**config.mk**
```make
export PLATFORM = sky130hd
export DESIGN_NAME = pwm_seq_decoder
export DESIGN_NICKNAME = d
export VERILOG_FILES = /design/src/rtl/pwm_seq_decoder.sv
export SDC_FILE = /design/constraint.sdc
export NUM_CORES = 1
export LEC_CHECK = 0
export ABC_AREA = 1
export CAP_MARGIN = 20
export CORE_ASPECT_RATIO = 0.6
export CORE_MARGIN = 2
export CORE_UTILIZATION = 55
export DETAILED_ROUTE_END_ITERATION = 8
export GPL_ROUTABILITY_DRIVEN = 1
export GPL_TIMING_DRIVEN = 0
export PLACE_DENSITY = 0.85
export REMOVE_ABC_BUFFERS = 1
export SETUP_SLACK_MARGIN = 0.3
export SKIP_LAST_GASP = 1
export SLEW_MARGIN = 20
export SYNTH_ARGS = -nofsm -noshare
export SYNTH_HDL_FRONTEND = slang
export SYNTH_SLANG_ARGS = --single-unit
```
**constraint.sdc**
```tcl
create_clock -name clk -period 3.9 [get_ports clk]
set_input_delay 0.39 -clock clk [delete_from_list [all_inputs] [get_ports clk]]
set_output_delay 0.39 -clock clk [all_outputs]
set_load 0.02 [all_outputs]
```
**src/rtl/pwm_seq_decoder.sv**
```systemverilog
module pwm_seq_decoder #(
  parameter int DW = 16,
  parameter int AW = 16,
  parameter int LW = 16,
  parameter int RW = 16
) (
  input  logic            clk,
  input  logic            rst_n,
  input  logic            start,
  input  logic [AW-1:0]   cfg_ptr,
  input  logic [LW-1:0]   cfg_len,
  input  logic [1:0]      cfg_mode,
  input  logic            cfg_trig,
  input  logic [RW-1:0]   cfg_refresh,
  input  logic [RW-1:0]   cfg_delay,
  input  logic [DW-2:0]   cfg_top,
  input  logic            period_end,
  input  logic            next_step,
  output logic            mem_rd_en,
  output logic [AW-1:0]   mem_addr,
  input  logic [DW-1:0]   mem_rdata,
  output logic [4*DW-1:0] cmp_out,
  output logic [DW-2:0]   top_out,
  output logic            load_strobe,
  output logic            seq_end,
  output logic            done,
  output logic            busy
);
  localparam int TW = DW - 1;

  function automatic logic [2:0] step_size(input logic [1:0] m);
    case (m)
      2'd0:    return 3'd1;
      2'd1:    return 3'd2;
      default: return 3'd4;
    endcase
  endfunction

  logic [1:0]    mode;
  logic          trig;
  logic [RW-1:0] refresh, delay;
  logic [TW-1:0] base_top;
  logic [AW-1:0] rd_addr;
  logic [LW-1:0] rem;
  logic          f_on, cap_on;
  logic [1:0]    f_idx, cap_idx;
  logic [DW-1:0] stage [4];
  logic          staged, stage_last, have_cur, cur_last;
  logic          adv_pend, trig_pend, in_delay;
  logic [RW-1:0] per_cnt, dly_cnt;

  wire [2:0]    k      = step_size(mode);
  wire [2:0]    k_new  = step_size(cfg_mode);
  wire [LW-1:0] k_l    = LW'(k);
  wire [1:0]    k_last = 2'(k - 3'd1);

  assign mem_rd_en = f_on;
  assign mem_addr  = rd_addr;

  wire playing    = busy && have_cur && !in_delay;
  wire val_over   = playing && period_end &&
                    (trig ? (trig_pend || next_step) : (per_cnt == refresh));
  wire finish_val = val_over && cur_last;
  wire apply      = staged && (!have_cur || adv_pend || (val_over && !cur_last));
  wire dly_over   = in_delay && period_end && (dly_cnt == delay - RW'(1));
  wire finish     = (finish_val && (trig || delay == '0)) || dly_over;

  logic [4*DW-1:0] dec_cmp;
  logic [TW-1:0]   dec_top;
  always_comb begin
    case (mode)
      2'd0:    dec_cmp = {stage[0], stage[0], stage[0], stage[0]};
      2'd1:    dec_cmp = {stage[1], stage[1], stage[0], stage[0]};
      2'd2:    dec_cmp = {stage[3], stage[2], stage[1], stage[0]};
      default: dec_cmp = {{DW{1'b0}}, stage[2], stage[1], stage[0]};
    endcase
    dec_top = (mode == 2'd3) ? stage[3][TW-1:0] : base_top;
  end

  always_ff @(posedge clk or negedge rst_n) begin
    if (!rst_n) begin
      mode <= '0; trig <= 1'b0; refresh <= '0; delay <= '0; base_top <= '0;
      rd_addr <= '0; rem <= '0; f_on <= 1'b0; cap_on <= 1'b0;
      f_idx <= '0; cap_idx <= '0;
      for (int i = 0; i < 4; i++) stage[i] <= '0;
      staged <= 1'b0; stage_last <= 1'b0; have_cur <= 1'b0; cur_last <= 1'b0;
      adv_pend <= 1'b0; trig_pend <= 1'b0; in_delay <= 1'b0;
      per_cnt <= '0; dly_cnt <= '0;
      cmp_out <= '0; top_out <= '0;
      load_strobe <= 1'b0; seq_end <= 1'b0; done <= 1'b0; busy <= 1'b0;
    end else begin
      load_strobe <= 1'b0;
      seq_end     <= 1'b0;
      done        <= 1'b0;
      if (start && !busy) begin
        mode <= cfg_mode; trig <= cfg_trig; refresh <= cfg_refresh;
        delay <= cfg_delay; base_top <= cfg_top;
        staged <= 1'b0; have_cur <= 1'b0; cur_last <= 1'b0;
        adv_pend <= 1'b0; trig_pend <= 1'b0; in_delay <= 1'b0;
        cap_on <= 1'b0; per_cnt <= '0;
        if (cfg_len < LW'(k_new)) begin
          done <= 1'b1;
        end else begin
          busy    <= 1'b1;
          rd_addr <= cfg_ptr;
          rem     <= cfg_len - LW'(k_new);
          f_on    <= 1'b1;
          f_idx   <= '0;
        end
      end else if (busy) begin
        cap_on  <= f_on;
        cap_idx <= f_idx;
        if (f_on) begin
          rd_addr <= rd_addr + AW'(1);
          f_idx   <= f_idx + 2'd1;
          if (f_idx == k_last) f_on <= 1'b0;
        end
        if (cap_on) begin
          stage[cap_idx] <= mem_rdata;
          if (cap_idx == k_last) begin
            staged     <= 1'b1;
            stage_last <= rem < k_l;
            seq_end    <= rem < k_l;
          end
        end

        if (next_step && playing) trig_pend <= 1'b1;
        if (val_over) begin
          trig_pend <= 1'b0;
          per_cnt   <= '0;
        end else if (playing && period_end) begin
          per_cnt <= per_cnt + RW'(1);
        end
        if (val_over && !cur_last && !staged) adv_pend <= 1'b1;

        if (apply) begin
          cmp_out     <= dec_cmp;
          top_out     <= dec_top;
          load_strobe <= 1'b1;
          staged      <= 1'b0;
          adv_pend    <= 1'b0;
          trig_pend   <= 1'b0;
          per_cnt     <= '0;
          have_cur    <= 1'b1;
          cur_last    <= stage_last;
          if (!stage_last) begin
            f_on  <= 1'b1;
            f_idx <= '0;
            rem   <= rem - k_l;
          end
        end

        if (finish_val && !trig && delay != '0) begin
          in_delay <= 1'b1;
          dly_cnt  <= '0;
        end else if (in_delay && period_end) begin
          dly_cnt <= dly_cnt + RW'(1);
        end

        if (finish) begin
          done     <= 1'b1;
          busy     <= 1'b0;
          in_delay <= 1'b0;
          have_cur <= 1'b0;
        end
      end
    end
  end

  p_rd_only_busy_r5: assert property (@(posedge clk) disable iff (!rst_n)
    mem_rd_en |-> busy);
  p_addr_consecutive_r5: assert property (@(posedge clk) disable iff (!rst_n)
    (mem_rd_en && $past(mem_rd_en)) |-> mem_addr == $past(mem_addr) + AW'(1));
  p_load_in_run_r1: assert property (@(posedge clk) disable iff (!rst_n)
    load_strobe |-> busy);
  p_done_idle_r8: assert property (@(posedge clk) disable iff (!rst_n)
    done |-> !busy);
  p_end_not_done_r9: assert property (@(posedge clk) disable iff (!rst_n)
    !(seq_end && done));
  p_start_ignored_r11: assert property (@(posedge clk) disable iff (!rst_n)
    (start && busy) |=> $stable(mode) && $stable(trig));
endmodule

```
==> results of run 1 <==
==> final cells by class <==
class,instances,area [um^2],area share
flip-flops and latches,274,6860,0.389
repair buffers,219,2350,0.133
clock inverters,15,189,0.0107
multi-input cells,1311,6370,0.362
inverters,175,668,0.0379
repair inverters,1,5.00,0.000284
clock buffers,33,738,0.0419
well taps,352,440,0.0250
==> cells in the mapped netlist (all sizes together), types with 2 or more instances <==
library cell	n	share of area
a21oi	32	0.011
a221oi	10	0.0061
a22oi	2	0.0011
a31oi	9	0.0039
buf	44	0.022
clkbuf	38	0.010
dfrtp	274	0.48
fa	2	0.0028
ha	12	0.011
inv	174	0.046
mux2i	2	0.0014
nand2	615	0.16
nand3	87	0.032
nand3b	14	0.0074
nand4	26	0.011
nor2	142	0.038
nor3	22	0.0081
nor4	6	0.0026
o2111ai	14	0.0086
o211ai	5	0.0026
o21ai	216	0.078
o22ai	17	0.0074
or2	5	0.0022
xnor2	12	0.0074
xor2	55	0.034
==> per-stage QoR <==
stage / worst slack [ps] / hold slack [ps] / util / cells
3_3_place_gp: -9400 / 455 / 0.641 / 2313
5_1_grt: 335 / 372 / 0.694 / 2380
4_1_cts: 329 / 343 / 0.693 / 2377
6_report: 686 / 334 / 0.694 / 2380
3_5_place_dp: -373 / 311 / 0.654 / 2325
2_1_floorplan: -2960 / 94.4 / - / 1759
==> critical path, cell delays in order, from the launching register on <==
cell	delay (ps)
dfrtp_1	560
inv_1	300
nor2_4	210
clkinvlp_4	120
ha_1	200
inv_1	60
ha_1	250
inv_1	90
nor2_1	40
nor3_1	320
nand3_1	190
nor2_1	240
nand2_1	120
xor2_1	150
nand2_1	60
nand2_1	60
nand3_1	70
nand2_1	50
==> kinds of logic (layout without fill, tap and decap cells) <==
family,count (synthesis),in the layout,synth area share
compound gates,307,307,0.120
mux,2,2,0.00140
simple gates,919,920,0.265
buf+inv,257,443,0.0778
fa+ha+maj,14,14,0.0133
xor+xnor,68,68,0.0427
flops,274,274,0.480
==> worst paths after layout <==
| check | depth (start not counted) | start | slack, ps | to |
|---|---|---|---|---|
| worst max-delay path | 17 | mode[0] | 690 | rem[12] |
| worst min-delay path | 2 | rst_n | 330 | refresh[0] |
| worst max register to register | 17 | mode[0] | 690 | rem[12] |
| max in group asynchronous | 3 | rst_n | 2770 | cmp_out[5] |
| worst min register to register | 2 | base_top[0] | 480 | base_top[0] |
| min in group clk | 3 | cfg_top[3] | 380 | base_top[3] |
==> what timing repair did <==
item / CTS / global route
hold buffers: 1 / 0
setup endpoints to repair: 50 / 59
hold endpoints to repair: 37 / 0
gates cloned: 2 / 0
gates resized for setup: 4 / 4
setup buffers: 1 / 3
pin swaps: 1 / 2
==> layout by cell type (no fill, tap or decap), types with 4 or more instances in the layout <==
cell type and n:
clkbuf_8 4, ha_1 12, nor4_1 6, buf_4 5
nor3_1 20, bufinv_16 4, buf_16 8, nand2_1 608
clkdlybuf4s50_1 201, or2_2 4, nand4_1 26, nand3_1 81
clkbuf_16 27, o22ai_1 17, nor2_1 137, nand2_2 5
a21oi_1 32, o2111ai_1 14, clkinv_2 8, dfrtp_1 272
o211ai_1 5, nand3b_1 14, xnor2_1 12, o21ai_0 177
xor2_1 55, o21ai_1 32, a31oi_1 9, nand3_2 5
o21ai_2 7, inv_2 6, a221oi_1 10, inv_1 165
==> registers in the layout, summed over array words and instances (netlist names), 2 cells and up <==
signal / cells
rem: 16
cmp_out: 64
per_cnt: 16
top_out: 15
cap_idx: 2
delay: 16
base_top: 15
f_idx: 2
mem_addr: 16
dly_cnt: 16
stage: 64
mode: 2
refresh: 16
==> power by group <==
part / internal (W) / leakage [nW] / switching, W
registers: 0.00407 / 3.44 / 0.000984
logic: 0.00252 / 4.47 / 0.00401
clock network: 0.00161 / 0.461 / 0.00112
total: 0.00820 / 8.37 / 0.00612
==> metal layers <==
layer / global-route usage / part of all wire / up-vias
met3: 0.0571 / 0.097 / 60
met5: 0 / 0 / -
met1: 0.433 / 0.46 / 6181
met2: 0.417 / 0.43 / 591
met4: 0.0621 / 0.016 / 0
li1: - / - / 6286
==> flow_summary.ini, run 1 <==
[cts]
clock_sinks = 274
htreeDepth = 1
clockBufferDepth = 3
cts_root_buf = clkbuf_16
cts_made_buffers = 26
clkTransAtPathRegs_ps = 70
clock_latency_ps = 550
cts_tree = built

[worst_setup_path]
worst-path-max-fanout = 7
end_kind = register
critPathArrivalTime_ps = 3650
crit_path_start_kind = register
path_class = register to register
required_ps = 4340

[floorplan]
rows = 45
start_util = 0.562
core_um2 = 25400
dieArea_um2 = 27300
die_x_um = 212
io_pins = 203
die_h_um = 129

[logic_synthesis]
synth-seq-area-share = 0.480
synthCells = 1841
synth.avg_cell_area_um2 = 7.76
synth_edf_count = 0
synth-main-ff-cell = dfrtp_1
yosysUniqueCellTypes = 43
ys_async_sr_fraction = 1.00
synth-seq-cells = 274
yosys_warnings = 0
netlist_area_um2 = 14300

[timing]
hold_viol = 0
clock_skew_ps = 13.3
setup_viol = 0
timing.fmax_mhz = 311
rsz0062_at_grt = no
worstMarginPinSlew_ps = 760
min_period_ps = 3210
slew_violations = 0
period_share = 0.824
relSlewSlack = 0.492
final.setup.tns_ps = 0

[global_routing]
antenna_found_initial = 0
grt_pass1_vias = 12180
grt_max_degree = 95
grt_pass1_wl_um = 62200
track_usage = 0.283
overflow = 0

[pwr]
p_per_area_nw_per_um2 = 812
power_leakage_nw = 8.37
finalPower_w = 0.0143
irDropWorstVdd_mv = 0.540

[route]
post-route-drc-count = 0
wl_per_cell_um = 16.2
postRouteAntennaNets = 0
first_iter_violations = 1306
first_pass_iters = 7
viasPerCell = 5.51
wirelength_um = 38500
vias = 13118

[cells_and_area]
fillers = 2066
num_antenna_cells = 0
drive_gt1_frac = 0.0533
fin_area_um2 = 17600
layout.nets = 2125
area_delta_synth_final_pct = 23.4

[status]
status = complete, no violations

[placed_design]
io_buffers = 202
dp_hpwl_um = 26200
gp_congestion = 0.955
place_area_um2 = 16600

[flow_run]
cap_violations = 0

[hold_path]
hp-class = input pin to asynchronous set/reset pin
Note: power is estimated with default switching activity, not from simulation.
==> run 2, diff against run 1 <==
==> constraint.sdc (replaced) <==
create_clock -name clk -period 3.13 [get_ports clk]
set_input_delay 0.313 -clock clk [delete_from_list [all_inputs] [get_ports clk]]
set_output_delay 0.313 -clock clk [all_outputs]
set_load 0.02 [all_outputs]
==> run 2 against run 1 <==
Against the previous run:
- largest power group unchanged
- largest cell class unchanged
- highest routed layer unchanged
- via count is 2.0% higher
- worst hold slack worse by 78 ps
- clock skew rose by 4.9 ps
- total power increased by 28%
- count of clock-buffer cells in the layout is the same
- critical path type is now input pin to register
==> flow_summary.ini, run 2 (synthesized netlist as in run 1, its figures left out) <==
[timing]
worstMarginPinSlew_ps = 801
relSlewSlack = 0.465
period_share = 0.857
rsz0062_at_grt = yes
slew_violations = 0
whs_ps = 256
clock_skew_ps = 18.3
hold_viol = 0
setup_viol = 0
timing.fmax_mhz = 373
min_period_ps = 2680

[route]
first_iter_violations = 1431
vias = 13383
viasPerCell = 5.57
wl_per_cell_um = 16.7
post-route-drc-count = 0
first_pass_iters = 6
wirelength_um = 40200
postRouteAntennaNets = 0

[placed_design]
dp_hpwl_um = 26200
io_buffers = 202
gp_congestion = 0.955

[cts]
htreeDepth = 1
clockBufferDepth = 3
cts_tree = built
clock_sinks = 274
cts_made_buffers = 26
clkTransAtPathRegs_ps = 70
cts_root_buf = clkbuf_16
clock_latency_ps = 550

[global_routing]
antenna_found_initial = 0
track_usage = 0.286
grt_pass1_vias = 12270
grt_pass1_wl_um = 62800
grt_max_degree = 95
overflow = 0

[cells_and_area]
fillers = 2032
final_cell_mix = nand2_1, dfrtp_1, clkdlybuf4s50_1
drive_gt1_frac = 0.0678
final_common_cell = nand2_1
area_delta_synth_final_pct = 25.3
reg_top3 = cmp_out x64, stage x64
utilization = 0.705
layout.nets = 2148
num_antenna_cells = 0

[worst_setup_path]
path_delay_family = simple AND/OR/NAND/NOR gates
end_kind = register
required_ps = 3590
path_class = input pin to register
path_cells = clkdlybuf4s50_1 -> nor2_1 -> ha_1 -> fa_1 -> or2_1 -> nand3_1 -> nor2_2 -> nand3b_1 -> nand2_1 -> inv_4 -> o21ai_4 -> clkinv_4 -> o21ai_0 -> o21ai_0
cpPeakStageDelay_ps = 510
crit_path_start_kind = input pin
worst-path-max-fanout = 21
slowest_stage = clkdlybuf4s50_1
cpMostUsedCell = o21ai_0
path_buf_inv = 3
critPathArrivalTime_ps = 3140

[floorplan]
start_util = 0.562
dieArea_um2 = 27300
io_pins = 203
core_um2 = 25400
rows = 45
die_x_um = 212
die_h_um = 129

[pwr]
power_leakage_nw = 8.49
p_per_area_nw_per_um2 = 1020
irDropWorstVdd_mv = 0.678

[flow_run]
cap_violations = 0

[hold_path]
hp-class = input pin to asynchronous set/reset pin

[status]
status = complete, no violations
[run 2: per-layer routing]
layer / up-vias / share of wire / GRT usage
met3: 75 / 0.10 / 0.0564
met5: - / 0 / 0
met1: 6334 / 0.45 / 0.436
met4: 0 / 0.017 / 0.0630
li1: 6319 / - / -
met2: 655 / 0.43 / 0.424
[run 2: metrics by stage]
stage	total power, W	instances	TNS [ps]	area [um^2]	worst slack (ps)
floorplan	0.0112	1759	-395430	13800	-3730
global placement	0.0138	2313	-3793560	16300	-10100
detailed placement	0.0142	2325	-60040	16600	-1140
CTS	0.0179	2382	0	17700	309
global route	0.0196	2403	0	17900	278
finish	0.0183	2403	0	17900	449
[run 2: area by class of cell]
| type | count | area (um^2) | area share |
|---|---|---|---|
| Tap cell | 352 | 440 | 0.0246 |
| Clock inverter | 15 | 189 | 0.0106 |
| Clock buffer | 33 | 738 | 0.0413 |
| Multi-Input combinational cell | 1313 | 6430 | 0.360 |
| Timing Repair Buffer | 239 | 2530 | 0.142 |
| Sequential cell | 274 | 6870 | 0.384 |
| Inverter | 175 | 681 | 0.0380 |
| Timing Repair inverter | 2 | 11.3 | 0.000629 |
[run 2: report_power, final]
| group | internal, W | leakage (nW) | switching [W] |
|---|---|---|---|
| clock network | 0.00201 | 0.461 | 0.00141 |
| logic | 0.00334 | 4.59 | 0.00524 |
| registers | 0.00507 | 3.44 | 0.00120 |
[run 2: worst paths after layout]
check / from / endpoint / slack [ps] / cells past startpoint
min reg2reg: base_top[0] / base_top[0] / 480 / 2
max reg2reg: mode[1] / rem[12] / 470 / 17
min in group clk: cfg_top[3] / base_top[3] / 300 / 3
max: cfg_mode[1] / mem_addr[10] / 450 / 14
min: rst_n / refresh[0] / 260 / 2
max in group asynchronous: rst_n / cmp_out[5] / 2080 / 3
[run 2: worst register-to-register path: cells and delay by family (launching register included)]
family / cells / cell delay (ps)
simple gates: 10 / 1030
flops: 1 / 530
xor+xnor: 1 / 140
buf+inv: 4 / 400
fa+ha+maj: 2 / 420
[run 2: timing repair]
item                                   4_1_cts  5_1_grt
buffers inserted                             6       16
endpoints found under the hold margin       37        0
cloned                                       2        5
setup endpoints to repair                  157       98
pin swaps                                    3        4
gates resized for setup                     16        9
hold buffers                                 1        0
==> run 3, diff against run 2 <==
--- a/config.mk
+++ b/config.mk
@@ -10,14 +10,14 @@
 export CORE_ASPECT_RATIO = 0.6
 export CORE_MARGIN = 2
 export CORE_UTILIZATION = 55
+export CTS_BUF_LIST = sky130_fd_sc_hd__clkbuf_16
 export DETAILED_ROUTE_END_ITERATION = 8
 export GPL_ROUTABILITY_DRIVEN = 1
-export GPL_TIMING_DRIVEN = 0
 export PLACE_DENSITY = 0.85
 export REMOVE_ABC_BUFFERS = 1
 export SETUP_SLACK_MARGIN = 0.3
 export SKIP_LAST_GASP = 1
-export SLEW_MARGIN = 20
+export SLEW_MARGIN = 25
 export SYNTH_ARGS = -nofsm -noshare
 export SYNTH_HDL_FRONTEND = slang
 export SYNTH_SLANG_ARGS = --single-unit
==> run 3 against run 2 <==
Against the previous run:
- combinational power decreased by 4.9%
- wire length decreased by 1.7%
- largest power group unchanged
- setup slack improved by 84 ps
- clock power decreased by 12%
- fmax increased by 3.2%
==> flow_summary.ini, run 3 (synthesized netlist as in run 1, its figures left out) <==
[hold_path]
hp-class = input pin to register
hold_depth = 3

[route]
first_iter_violations = 1399
viasPerCell = 5.56
first_pass_iters = 6
vias = 13292
wl_per_cell_um = 16.5
postRouteAntennaNets = 0
wirelength_um = 39500
post-route-drc-count = 0

[floorplan]
start_util = 0.562
io_pins = 203
die_x_um = 212
dieArea_um2 = 27300
rows = 45
die_h_um = 129
core_um2 = 25400

[cells_and_area]
reg_top3 = cmp_out x64, stage x64
final_common_cell = nand2_1
area_delta_synth_final_pct = 22.0
num_antenna_cells = 0
fillers = 2053
utilization = 0.686
finalNonFillerCells = 2389
drive_gt1_frac = 0.0506
final_cell_mix = nand2_1, dfrtp_1, clkdlybuf4s50_1
layout.nets = 2138

[cts]
clockBufferDepth = 3
clkTransAtPathRegs_ps = 70
clock_sinks = 274
htreeDepth = 1
cts_made_buffers = 26
cts_root_buf = clkbuf_16
cts_tree = built
clock_latency_ps = 540

[worst_setup_path]
critPathArrivalTime_ps = 3030
crit_path_start_kind = register
reg2regPathDepth = 16
end_kind = register
path_class = register to register
worst-path-max-fanout = 8
required_ps = 3570

[timing]
relSlewSlack = 0.515
worstMarginPinSlew_ps = 726
slew_violations = 0
final.setup.tns_ps = 0
hold_viol = 0
min_period_ps = 2600
timing.fmax_mhz = 385
setup_viol = 0
rsz0062_at_grt = no
clock_skew_ps = 17.5
whs_ps = 310
period_share = 0.830

[pwr]
irDropWorstVdd_mv = 0.522
p_per_area_nw_per_um2 = 1000
power_leakage_nw = 8.35

[placed_design]
place_inst = 2341
gp_congestion = 0.948
io_buffers = 202
dp_hpwl_um = 27100

[flow_run]
cap_violations = 0

[global_routing]
antenna_found_initial = 0
grt_pass1_wl_um = 64800
track_usage = 0.294
overflow = 0
grt_max_degree = 83
grt_pass1_vias = 12625

[status]
status = complete, no violations
==> run 3: cell types whose count changed in the layout (fill, tap and decap cells not counted), moves of 4 or more <==
| cell | delta |
|---|---|
| buf_12 | +4 |
| clkinv_1 | +6 |
| clkbuf_8 | -4 |
| inv_1 | +9 |
| nand3_1 | +4 |
| buf_16 | -8 |
| nand3_2 | -5 |
==> run 3: layout make-up <==
cell class              count  area [um^2]  share of cell area
clock inverters            17         97.6             0.00560
well taps                 352          440              0.0253
clock buffers              27          676              0.0388
repair buffers            234         2340               0.135
flip-flops and latches    274         6860               0.394
multi-input cells        1310         6350               0.364
inverters                 175          658              0.0378
==> run 3: repair_timing <==
action	in CTS	in global routing
hold endpoints to repair	76	0
buffers inserted	0	3
endpoints found under the setup margin	0	10
resized for setup	0	5
hold buffers	1	0
==> run 3: path summary, 6_finish.rpt <==
kind / from / to / slack [ps]
min in group asynchronous: rst_n / delay[10] / 390
worst min register to register: base_top[8] / base_top[8] / 470
worst min-delay path: cfg_top[11] / base_top[11] / 310
worst max-delay path: mode[1] / rem[12] / 530
max in group asynchronous: rst_n / stage[30] / 1930
worst max register to register: mode[1] / rem[12] / 530
==> run 3: routing by layer <==
layer,vias to the layer above,routed length [um],GRT usage
li1,6297,-,-
met1,6344,18300,0.443
met2,602,17200,0.445
met3,49,3400,0.0591
met4,0,604,0.0572
met5,-,0,0
==> run 3: critical path, cell delays in order, from the launching register on <==
cell and delay, ps:
dfrtp_2 470, nor2_2 170, clkinv_1 120, ha_1 190
inv_1 70, ha_1 260, inv_1 90, nor2_1 50
nor3_2 210, nand3_1 170, nor2_2 180, nand2_1 100
xor2_1 160, nand2_1 60, nand2_1 50, nand3_1 70
nand2_1 50
==> run 3: report_power, final <==
part           switching (W)  internal (W)  leakage, nW
registers            0.00121       0.00507         3.44
logic                0.00502       0.00315         4.50
clock network        0.00137       0.00163        0.405
total                0.00760       0.00984         8.35
==> run 3: through the flow <==
step / setup slack (ps) / cell area [um^2] / power [W]
floorplan: -3730 / 13800 / 0.0112
CTS: 371 / 17400 / 0.0173
global placement: 237 / 16600 / 0.0139
global route: 317 / 17400 / 0.0188
detailed placement: 9.32 / 16600 / 0.0143
finish: 533 / 17400 / 0.0174
